## src/rtl/fpx_pkg.sv

```systemverilog
package fpx_pkg;
  localparam int REG_W    = 32;
  localparam int EXC_N    = 5;
  localparam int CAUSE_N  = EXC_N + 1;
  localparam int RM_LO    = 0;
  localparam int CAUSE_LO = 2;
  localparam int DN_BIT   = 8;
  localparam int EN_LO    = 10;
  localparam int STK_LO   = 26;
  localparam int FS_BIT   = 31;
  localparam logic [REG_W-1:0] RESET_VAL = 32'h0000_0100;

  localparam int EX_V = 0;
  localparam int EX_O = 1;
  localparam int EX_Z = 2;
  localparam int EX_U = 3;
  localparam int EX_X = 4;

  localparam logic [REG_W-1:0] MAX_POS = 32'h7F7F_FFFF;
  localparam logic [REG_W-1:0] INF_POS = 32'h7F80_0000;

  typedef enum logic [1:0] {RND_NEAR = 2'b00, RND_ZERO = 2'b01,
                            RND_POS = 2'b10, RND_NEG = 2'b11} rnd_e;

  function automatic logic ovf_gives_max(input rnd_e rm, input logic sign);
    return (rm == RND_ZERO) || (rm == RND_POS && sign) || (rm == RND_NEG && !sign);
  endfunction

  function automatic logic [REG_W-1:0] signed_const(input logic [REG_W-1:0] mag,
                                                   input logic sign);
    return {sign, mag[REG_W-2:0]};
  endfunction
endpackage

```

## src/rtl/fpx_trap_decide.sv

```systemverilog
module fpx_trap_decide
  import fpx_pkg::*;
(
  input  logic               clk,
  input  logic               rst_n,
  input  logic               op_valid,
  input  logic [EXC_N-1:0]   exc_raw,
  input  logic               unimpl,
  input  logic [EXC_N-1:0]   enables,
  output logic               trap,
  output logic [EXC_N-1:0]   sticky_set,
  output logic [CAUSE_N-1:0] cause_new
);
  logic [EXC_N-1:0] exc_eff;
  logic [EXC_N-1:0] exc_enabled;
  logic             ovf_masked;

  always_comb begin
    ovf_masked        = exc_raw[EX_O] & ~enables[EX_O];
    exc_eff           = exc_raw;
    exc_eff[EX_X]     = exc_raw[EX_X] | ovf_masked;
    exc_enabled       = exc_eff & enables;
    trap              = op_valid & (unimpl | (|exc_enabled));
    sticky_set        = (op_valid && !trap) ? exc_eff : '0;
    cause_new         = {unimpl, exc_eff};
  end

  AST_UNIMPL_TRAPS: assert property (@(posedge clk) disable iff (!rst_n)
    (op_valid && unimpl) |-> trap);
endmodule

```

## src/rtl/fpx_subst_gen.sv

```systemverilog
module fpx_subst_gen
  import fpx_pkg::*;
(
  input  logic             clk,
  input  logic             rst_n,
  input  logic             op_valid,
  input  logic             trap,
  input  logic [EXC_N-1:0] exc_raw,
  input  logic [EXC_N-1:0] enables,
  input  rnd_e             rm,
  input  logic             sign,
  output logic             subst_use,
  output logic [REG_W-1:0] subst_val
);
  logic dz_masked;
  logic ovf_masked;

  always_comb begin
    dz_masked  = exc_raw[EX_Z] & ~enables[EX_Z];
    ovf_masked = exc_raw[EX_O] & ~enables[EX_O];
    subst_use  = op_valid & ~trap & (dz_masked | ovf_masked);
    if (dz_masked || !ovf_gives_max(rm, sign))
      subst_val = signed_const(INF_POS, sign);
    else
      subst_val = signed_const(MAX_POS, sign);
  end

  AST_SUBST_NEVER_ON_TRAP: assert property (@(posedge clk) disable iff (!rst_n)
    subst_use |-> !trap);
endmodule

```

## src/rtl/fpx_status_reg.sv

```systemverilog
module fpx_status_reg
  import fpx_pkg::*;
(
  input  logic               clk,
  input  logic               rst_n,
  input  logic               op_valid,
  input  logic [CAUSE_N-1:0] cause_new,
  input  logic [EXC_N-1:0]   sticky_set,
  input  logic               sw_we,
  input  logic [REG_W-1:0]   sw_wdata,
  output rnd_e               rm,
  output logic               dn,
  output logic [EXC_N-1:0]   enables,
  output logic [CAUSE_N-1:0] cause,
  output logic [EXC_N-1:0]   sticky
);
  logic [CAUSE_N-1:0] wd_cause;
  logic [EXC_N-1:0]   wd_en;
  logic [EXC_N-1:0]   wd_stk;
  logic [EXC_N-1:0]   stk_nxt;
  logic [CAUSE_N-1:0] cause_nxt;
  logic               unused_wbits;

  assign wd_cause     = sw_wdata[CAUSE_LO +: CAUSE_N];
  assign wd_en        = sw_wdata[EN_LO +: EXC_N];
  assign wd_stk       = sw_wdata[STK_LO +: EXC_N];
  assign unused_wbits = ^{sw_wdata[DN_BIT+1], sw_wdata[STK_LO-1:EN_LO+EXC_N], sw_wdata[FS_BIT]};

  for (genvar i = 0; i < EXC_N; i++) begin : g_stk
    assign stk_nxt[i] = (sw_we ? wd_stk[i] : sticky[i]) | sticky_set[i];
  end

  always_comb begin
    if (op_valid)   cause_nxt = cause_new;
    else if (sw_we) cause_nxt = cause & wd_cause;
    else            cause_nxt = cause;
  end

  always_ff @(posedge clk or negedge rst_n) begin
    if (!rst_n) begin
      rm      <= rnd_e'(RESET_VAL[RM_LO +: 2]);
      dn      <= RESET_VAL[DN_BIT];
      enables <= RESET_VAL[EN_LO +: EXC_N];
      cause   <= RESET_VAL[CAUSE_LO +: CAUSE_N];
      sticky  <= RESET_VAL[STK_LO +: EXC_N];
    end else begin
      if (sw_we) begin
        rm      <= rnd_e'(sw_wdata[RM_LO +: 2]);
        dn      <= sw_wdata[DN_BIT];
        enables <= wd_en;
      end
      cause  <= cause_nxt;
      sticky <= stk_nxt;
    end
  end

  AST_CAUSE_NO_SW_SET: assert property (@(posedge clk) disable iff (!rst_n)
    !op_valid |=> ((cause & ~$past(cause)) == '0));
endmodule

```

## src/rtl/fpx_status_ctrl.sv

```systemverilog
module fpx_status_ctrl
  import fpx_pkg::*;
(
  input  logic             clk,
  input  logic             rst_n,
  input  logic             op_valid,
  input  logic [4:0]       op_exc,
  input  logic             op_unimpl,
  input  logic             op_sign,
  input  logic             sw_we,
  input  logic [31:0]      sw_wdata,
  output logic [31:0]      sw_rdata,
  output logic             trap_req,
  output logic             wr_suppress,
  output logic             subst_use,
  output logic [31:0]      subst_val,
  output logic [1:0]       rnd_mode,
  output logic             dn_flush
);
  rnd_e               rm;
  logic               dn;
  logic [EXC_N-1:0]   enables;
  logic [CAUSE_N-1:0] cause;
  logic [EXC_N-1:0]   sticky;
  logic [CAUSE_N-1:0] cause_new;
  logic [EXC_N-1:0]   sticky_set;
  logic               trap;
  logic               summary;

  fpx_trap_decide u_decide (
    .clk(clk), .rst_n(rst_n), .op_valid(op_valid), .exc_raw(op_exc),
    .unimpl(op_unimpl), .enables(enables), .trap(trap),
    .sticky_set(sticky_set), .cause_new(cause_new));

  fpx_subst_gen u_subst (
    .clk(clk), .rst_n(rst_n), .op_valid(op_valid), .trap(trap),
    .exc_raw(op_exc), .enables(enables), .rm(rm), .sign(op_sign),
    .subst_use(subst_use), .subst_val(subst_val));

  fpx_status_reg u_reg (
    .clk(clk), .rst_n(rst_n), .op_valid(op_valid), .cause_new(cause_new),
    .sticky_set(sticky_set), .sw_we(sw_we), .sw_wdata(sw_wdata),
    .rm(rm), .dn(dn), .enables(enables), .cause(cause), .sticky(sticky));

  always_comb begin
    summary = sticky[EX_V] | sticky[EX_O] | sticky[EX_Z] | sticky[EX_U];
    sw_rdata = '0;
    sw_rdata[RM_LO +: 2]          = rm;
    sw_rdata[CAUSE_LO +: CAUSE_N] = cause;
    sw_rdata[DN_BIT]              = dn;
    sw_rdata[EN_LO +: EXC_N]      = enables;
    sw_rdata[STK_LO +: EXC_N]     = sticky;
    sw_rdata[FS_BIT]              = summary;
  end

  assign trap_req    = trap;
  assign wr_suppress = trap;
  assign rnd_mode    = rm;
  assign dn_flush    = dn;

  AST_FS_MATCHES_FLAGS: assert property (@(posedge clk) disable iff (!rst_n)
    sw_rdata[FS_BIT] == (|sw_rdata[STK_LO+EX_U:STK_LO]));

  AST_STICKY_FROZEN_ON_TRAP: assert property (@(posedge clk) disable iff (!rst_n)
    (trap_req && !sw_we) |=> $stable(sw_rdata[STK_LO +: EXC_N]));

  AST_OVF_MASKED_INEXACT: assert property (@(posedge clk) disable iff (!rst_n)
    (op_valid && !trap_req && op_exc[EX_O]) |=> sw_rdata[STK_LO+EX_X]);
endmodule

```

## config.mk

```make
export PLATFORM = sky130hd
export DESIGN_NAME = fpx_status_ctrl
export DESIGN_NICKNAME = d
export VERILOG_FILES = /design/src/rtl/fpx_pkg.sv /design/src/rtl/fpx_trap_decide.sv /design/src/rtl/fpx_subst_gen.sv /design/src/rtl/fpx_status_reg.sv /design/src/rtl/fpx_status_ctrl.sv
export SDC_FILE = /design/constraint.sdc
export NUM_CORES = 1
export LEC_CHECK = 0
export ABC_CLOCK_PERIOD_IN_PS = 3700
export BUFFER_PORTS_ARGS = -buffer_cell sky130_fd_sc_hd__buf_4
export CAP_MARGIN = 15
export CORE_MARGIN = 2
export CORE_UTILIZATION = 41
export CTS_BUF_LIST = sky130_fd_sc_hd__clkbuf_8
export DETAILED_ROUTE_END_ITERATION = 10
export PLACE_DENSITY = 0.88
export SLEW_MARGIN = 20
export SYNTH_ARGS = -nofsm -noshare
export SYNTH_HDL_FRONTEND = slang
export SYNTH_SLANG_ARGS = --single-unit
```

## constraint.sdc

```tcl
create_clock -name clk -period 3.7 [get_ports clk]
set_input_delay 0.185 -clock clk [delete_from_list [all_inputs] [get_ports clk]]
set_output_delay 0.185 -clock clk [all_outputs]
set_load 0.01 [all_outputs]
```

==> results of run 1 <==
[registers in the layout, indices dropped and copies added, names as in the netlist]
signal,count
u_reg.cause,6
u_reg.enables,5
u_reg.sticky,5
u_reg.rm,2
u_reg.dn,1
[worst max-delay path by stage]
stage	startpoint	endpoint	slack (ns)	depth (start not counted)
4_1_cts	u_reg.enables[2]$_DFFE_PN0P_	subst_use	1.83	4
3_5_place_dp	u_reg.enables[2]$_DFFE_PN0P_	wr_suppress	2.15	4
3_3_place_gp	u_reg.enables[2]$_DFFE_PN0P_	wr_suppress	2.16	4
5_1_grt	u_reg.enables[2]$_DFFE_PN0P_	subst_use	1.70	4
2_1_floorplan	u_reg.rm[1]$_DFFE_PN0P_	subst_val[10]	1.68	4
6_report	u_reg.enables[2]$_DFFE_PN0P_	subst_use	1.85	4
[kinds of logic (layout without fill, tap and decap cells)]
kind of cell	count (synthesis)	after routing
AO/OA/AOI/OAI	22	22
flip-flops	19	19
AND/OR/NAND/NOR	14	14
XOR/XNOR	1	1
buffers and inverters	51	88
other	2	19
multiplexers	13	13
[power groups by stage]
stage	combinational, W	sequential (W)	clock [W]
finish	0.000245	0.000247	0.000145
global route	0.000264	0.000249	0.000153
CTS	0.000249	0.000247	0.000146
detailed placement	0.000248	0.000250	0
global placement	0.000244	0.000249	0
floorplan	0.000167	0.000257	0
[metal layers]
metal / up-vias / wire length (µm) / track usage, %
li1: 453 / - / -
met1: 439 / 952 / 16.1
met2: 73 / 1230 / 26.8
met3: 2 / 381 / 4.40
met4: 0 / 22 / 5.98
met5: - / 0 / 0
[layout make-up]
cell class / count / area, µm²
Clock inverter: 1 / 5.00
Multi-Input combinational cell: 69 / 434
Fill cell: 259 / 1160
Inverter: 2 / 7.51
Clock buffer: 3 / 41.3
Timing Repair Buffer: 82 / 618
Tap cell: 31 / 38.8
Sequential cell: 19 / 477
[cell usage in the layout (no fill, tap or decap), drive strengths merged, types with 2 or more instances in the layout]
master	instances
buf	81
clkbuf	3
conb	19
dfrtp	18
inv	2
mux2	8
mux2i	5
nand2	7
nor2b	3
o21a	2
o21ai	12
o31ai	4
[what timing repair did]
action | 4_1_cts | 5_1_grt
setup endpoints to repair | 0 | 0
hold buffers | 1 | 0
hold endpoints to repair | 18 | 0
[metrics by stage]
stage	cell area [µm²]	utilization (%)	std cells	hold slack [ns]	power, W
after floorplan	1280	-	139	-0.111	0.000424
after global placement	1570	56.3	202	0.0698	0.000493
after detailed placement	1570	56.3	202	0.0728	0.000498
after CTS	1620	58.3	207	0.144	0.000642
after global routing	1620	58.3	207	0.142	0.000667
final	1620	58.3	207	0.144	0.000636
[worst max-delay path, cell delays in order, from the launching register on]
cell      delay [ns]
dfrtp_1         0.41
a222oi_1        0.40
nand2_2         0.18
nor3_1          0.24
buf_4           0.16
==> out/qor.txt, run 1 <==
Status: completed
DR vias/cell: 4.67
Antenna cells: 0
Clock Sinks: 19
Commonest cells in the netlist: buf_4 (47), dfrtp_1 (18), o21ai_1 (10)
Sequential share of the synthesized area: 39.2%
Area of the mapped netlist: 1220 µm²
Num CTS Buffers: 3
# rows: 19
Async SR Flop Fraction: 100%
Share of layout cells above drive strength 1: 52.3%
Post-synthesis mux area share: 11.5%
RSZ-0062 raised after global routing: no
Yosys top cell area share: 37.0%
Sw power: 0.000202 W
Max IR drop VDD: 288 µV
Post-synth EDFFs: 0
Nets: 220
Count of cell types in the netlist: 27
R2r setup slk: 2.32 ns
Pre-CTS setup slack: 2.15 ns
Clock power frac: 22.7%
Reg2Reg Depth: 3
CTS tree: yes
FF-to-FF Start: u_reg.enables[2]$_DFFE_PN0P_
Avg Synthesized Cell Area: 9.97 µm²
Power share of the sequential group: 38.8%
Sw frac: 31.8%
Post-synthesis cell count: 122
Routed len/inst: 12.5 µm
Hold Crit Class: in -> reg
HP Start: sw_wdata[13]
Core area: 2780 µm²
Crit path capture type: primary output
Die H: 58.5 µm
Antenna-violating nets left: 0
Worst-skew pair later-pin latency: 0.25 ns
Yosys synthesis warning count: 0
Pint: 0.000434 W
Area Overhead vs Synth: 33.3%
Die span in x: 58.5 µm
IO buf count: 80
Synth Area in Simple Gates: 5.76%
Combinational Power Share: 38.5%
TNS Setup: 0 ns
Largest fanout on the critical path: 7
Worst path required time: 3.51 ns
Maximum buffer depth of the clock tree: 2
# resized after CTS: 0
Fraction of synthesized cell area in xor and xnor cells: 0.720%
Hold path endpoint: u_reg.enables[3]$_DFFE_PN0P_
Pleak: 0.844 nW
# IOs: 113
Adder-cell area share of the yosys netlist: 0%
H-Tree Depth: 1
Largest net degree at the start of global routing: 24
RR Endpoint: u_reg.sticky[4]$_DFF_PN0_
Routability Congestion: 0.723
Yosys reg bits: 19
Full die area: 3420 µm²
CP arrival: 1.66 ns
Slew Viols, Final: 0
Final setup vio count: 0
HPWL after DPL: 2120 µm
Total number of vias: 967
Clock Pin Slew Worst Setup and Hold Paths: 0.07 ns
Main combinational cell family by area after synthesis: buffers and inverters
CTS root buffer: clkbuf_8
Final min period: 1.85 ns
Largest area contributor in the synthesized netlist: dfrtp_1
Setup ws final: 1.85 ns
Worst Setup Start Kind: flop
Hold Crit Depth: 2
# DRC: 0
Total wire length after detailed routing: 2590 µm
Final hold vios: 0
Vias in the first global route: 861
Initial Utilization: 43.7%
Final Cycle Share: 49.9%
Antenna violations before repair: 0
Synth area leaders: dfrtp_1 (37%), buf_4 (29%), mux2_1 (4.6%), mux2i_1 (4.1%), o21ai_1 (4.1%)
Initial DRC count: 7
Grt ovf: 0
Primary FF master, synth: dfrtp_1
Fmax: 541 MHz
Max-Cap Viols: 0
Post-Route Skew: 0.00161 ns
Total track usage: 14.8%
Buffers inserted by post-CTS timing repair: 0
Critical setup path kind: reg -> out
Global-route wire length before repair: 3830 µm
Synth Area in Compound Gates: 11.8%
First-pass DRT Iterations: 4
Most frequent cell after synthesis: buf_4
Power density cells: 392 nW/µm²
Note: power is estimated with default switching activity, not from simulation.
==> inputs of run 2 (changes only) <==
--- a/config.mk
+++ b/config.mk
@@ -5,14 +5,14 @@
 export SDC_FILE = /design/constraint.sdc
 export NUM_CORES = 1
 export LEC_CHECK = 0
-export ABC_CLOCK_PERIOD_IN_PS = 3700
+export ABC_CLOCK_PERIOD_IN_PS = 1700
 export BUFFER_PORTS_ARGS = -buffer_cell sky130_fd_sc_hd__buf_4
 export CAP_MARGIN = 15
 export CORE_MARGIN = 2
-export CORE_UTILIZATION = 41
+export CORE_UTILIZATION = 38
 export CTS_BUF_LIST = sky130_fd_sc_hd__clkbuf_8
 export DETAILED_ROUTE_END_ITERATION = 10
-export PLACE_DENSITY = 0.88
+export PLACE_DENSITY = 0.82
 export SLEW_MARGIN = 20
 export SYNTH_ARGS = -nofsm -noshare
 export SYNTH_HDL_FRONTEND = slang
==> constraint.sdc (replaced) <==
create_clock -name clk -period 1.7 [get_ports clk]
set_input_delay 0.085 -clock clk [delete_from_list [all_inputs] [get_ports clk]]
set_output_delay 0.085 -clock clk [all_outputs]
set_load 0.01 [all_outputs]
==> run 2 against run 1 <==
First-iteration DRC count increased to 3.3 times the previous value. Via count grew 1.1%. Clock-buffer cell count stayed put. Combinational power up 120%. Worst hold slack lost 0.095 ns. Register-to-register slack worse by 2.1 ns. Die area up 7.3%.
==> out/qor.txt, run 2 (synthesized netlist as in run 1, its figures left out) <==
# rows: 20 (+1)
Power density cells: 833 nW/µm² (+110%)
Post-Route Skew: 0.00294 ns (+0.00134 ns)
Grt ovf: 0 (unchanged)
Global-route wire length before repair: 4000 µm (+4.5%)
# DRC: 0 (unchanged)
Most flops, register: u_reg.cause
Crit path capture type: primary output
R2r setup slk: 0.21 ns (-2.11 ns)
Antenna cells: 0 (unchanged)
Clock Pin Slew Worst Setup and Hold Paths: 0.07 ns (about the same)
CP Depth: 4 (unchanged)
Worst-skew pair later-pin latency: 0.25 ns (about the same)
Largest registers: u_reg.cause: 6 flops, u_reg.enables: 5 flops, u_reg.sticky: 5 flops
Met2 usage: 25.5% (-1.3 points)
Top Usage Layer GRT: met2
Status: completed
Total number of vias: 978 (+1.1%)
Met1 Track Usage GR: 18.0% (+1.9 points)
Slew Viols, Final: 0 (unchanged)
Most common cell after layout, fill and taps aside: buf_4
Total track usage: 14.2% (-0.60 points)
Maximum buffer depth of the clock tree: 2 (unchanged)
Core area: 3050 µm² (+9.8%)
Max-Cap Viols: 0 (unchanged)
Worst Setup Start Kind: flop
Pleak: 0.856 nW (+1.4%)
Reg2Reg Depth: 4 (+1)
CP max-delay cell: dfrtp_1
Clock Sinks: 19 (unchanged)
Routability Congestion: 0.775 (+7.1%)
FF-to-FF Start: u_reg.enables[2]$_DFFE_PN0P_
Final Instance Count excl. Fillers: 222 (+7.2%)
Largest fanout on the critical path: 5 (-2)
Hold path endpoint: u_reg.enables[0]$_DFFE_PN0P_
Crit-path max cell delay: 0.41 ns (about the same)
H-Tree Depth: 1 (unchanged)
IO buf count: 80 (unchanged)
HP Start: sw_wdata[10]
Pre-CTS setup slack: 0.296 ns (-1.85 ns)
TNS Setup: 0 ns (unchanged)
Total wire length after detailed routing: 2620 µm (+1.2%)
CTS root buffer: clkbuf_8
Final Cycle Share: 95.1%
Initial DRC count: 23 (+16)
Largest register FFs: 6 (unchanged)
Most frequent cells in the layout: buf_4 (82), conb_1 (19), dfrtp_1 (18)
# IOs: 113 (unchanged)
Num CTS Buffers: 3 (unchanged)
Max IR drop VDD: 458 µV (+59%)
Die H: 60.6 µm (+3.6%)
Delay-heaviest family, CP: compound AO/OA/AOI/OAI gates
Area Overhead vs Synth: 36.8%
Grt met3 use: 1.92% (-2.5 points)
Nets: 222 (+0.91%)
Worst path required time: 1.62 ns (-1.89 ns)
DR vias/cell: 4.41 (-5.7%)
Final hold vios: 0 (unchanged)
RSZ-0062 raised after global routing: yes
Routed len/inst: 11.8 µm (-5.6%)
CP bufs+invs: 1 (unchanged)
Cell Chain, Critical Path: a222oi_1 -> nand2_2 -> o21a_1 -> buf_4
Antenna violations before repair: 0 (unchanged)
Critical setup path kind: reg -> out
CTS tree: yes
RR Endpoint: u_reg.sticky[4]$_DFF_PN0_
Share of layout cells above drive strength 1: 53.9% (+1.7 points)
Setup ws final: 0.0826 ns (-1.77 ns)
Largest net degree at the start of global routing: 24 (unchanged)
Antenna-violating nets left: 0 (unchanged)
First-pass DRT Iterations: 4 (unchanged)
Fmax: 618 MHz
Vias in the first global route: 895 (+3.9%)
Final min period: 1.62 ns
Full die area: 3670 µm² (+7.3%)
Hold Crit Class: in -> reg
Final setup vio count: 0 (unchanged)
Hold Crit Depth: 2 (unchanged)
Die span in x: 60.6 µm (+3.6%)
CP arrival: 1.53 ns (-0.13 ns)
HPWL after DPL: 2160 µm (+1.8%)
Post-Place Cells: 215 (+6.4%)
Initial Utilization: 39.8% (-3.9 points)
run 2: changes by cell type in the layout (fill, tap and decap cells not counted):
cell     change
buf_4        +1
buf_6        +1
nor2b_1      -1
nor2b_2      +1
nor3_1       -1
nor3_2       +1
run 2: worst max path at each step:
stage / startpoint / slack, ns / to
after floorplan: u_reg.rm[1]$_DFFE_PN0P_ / 0.14 / subst_val[10]
after global placement: u_reg.enables[2]$_DFFE_PN0P_ / 0.31 / wr_suppress
after detailed placement: u_reg.enables[2]$_DFFE_PN0P_ / 0.30 / trap_req
after CTS: u_reg.enables[2]$_DFFE_PN0P_ / 0.02 / trap_req
after global routing: u_reg.enables[2]$_DFFE_PN0P_ / -0.02 / trap_req
final: u_reg.enables[2]$_DFFE_PN0P_ / 0.08 / trap_req
run 2: timing repair:
action / CTS / global route
setup endpoints to repair: 0 / 24
hold buffers: 1 / 0
buffers inserted: 0 / 2
hold endpoints to repair: 19 / 0
gates resized for setup: 0 / 2
run 2: power breakdown:
part	leakage, nW	internal (W)	switching [W]	total, W
Sequential	0.224	0.000500	0.0000357	0.000535
Clock	0.0255	0.000162	0.000141	0.000303
Combinational	0.606	0.000292	0.000255	0.000547
run 2: worst reg2reg max path, cell delays in order (launching register included):
cell      delay [ns]
dfrtp_1         0.41
a222oi_1        0.38
nand2_2         0.15
buf_4           0.17
o41ai_2         0.28
run 2: cell type report:
| cell class | count | area [µm²] |
|---|---|---|
| flip-flops and latches | 19 | 477 |
| clock inverters | 1 | 5.00 |
| well taps | 44 | 55.1 |
| inverters | 2 | 7.51 |
| clock buffers | 3 | 41.3 |
| repair buffers | 84 | 637 |
| multi-input cells | 69 | 442 |
| fillers | 288 | 1390 |
run 2: layer usage:
| layer | up-vias | part of all wire [%] |
|---|---|---|
| li1 | 456 | - |
| met2 | 64 | 49 |
| met5 | - | 0 |
| met3 | 0 | 11 |
| met1 | 458 | 40 |
| met4 | 0 | 0 |
run 2: metrics by stage:
stage                     hold slack (ns)  utilization, %  total power [W]  cell area, µm²
after floorplan                    -0.211               -         0.000923            1280
after global placement            -0.0317            51.9          0.00107            1580
after detailed placement          -0.0257            51.9          0.00109            1580
after CTS                          0.0489            53.7          0.00139            1640
after global routing               0.0486            54.5          0.00148            1660
final                              0.0493            54.5          0.00139            1660
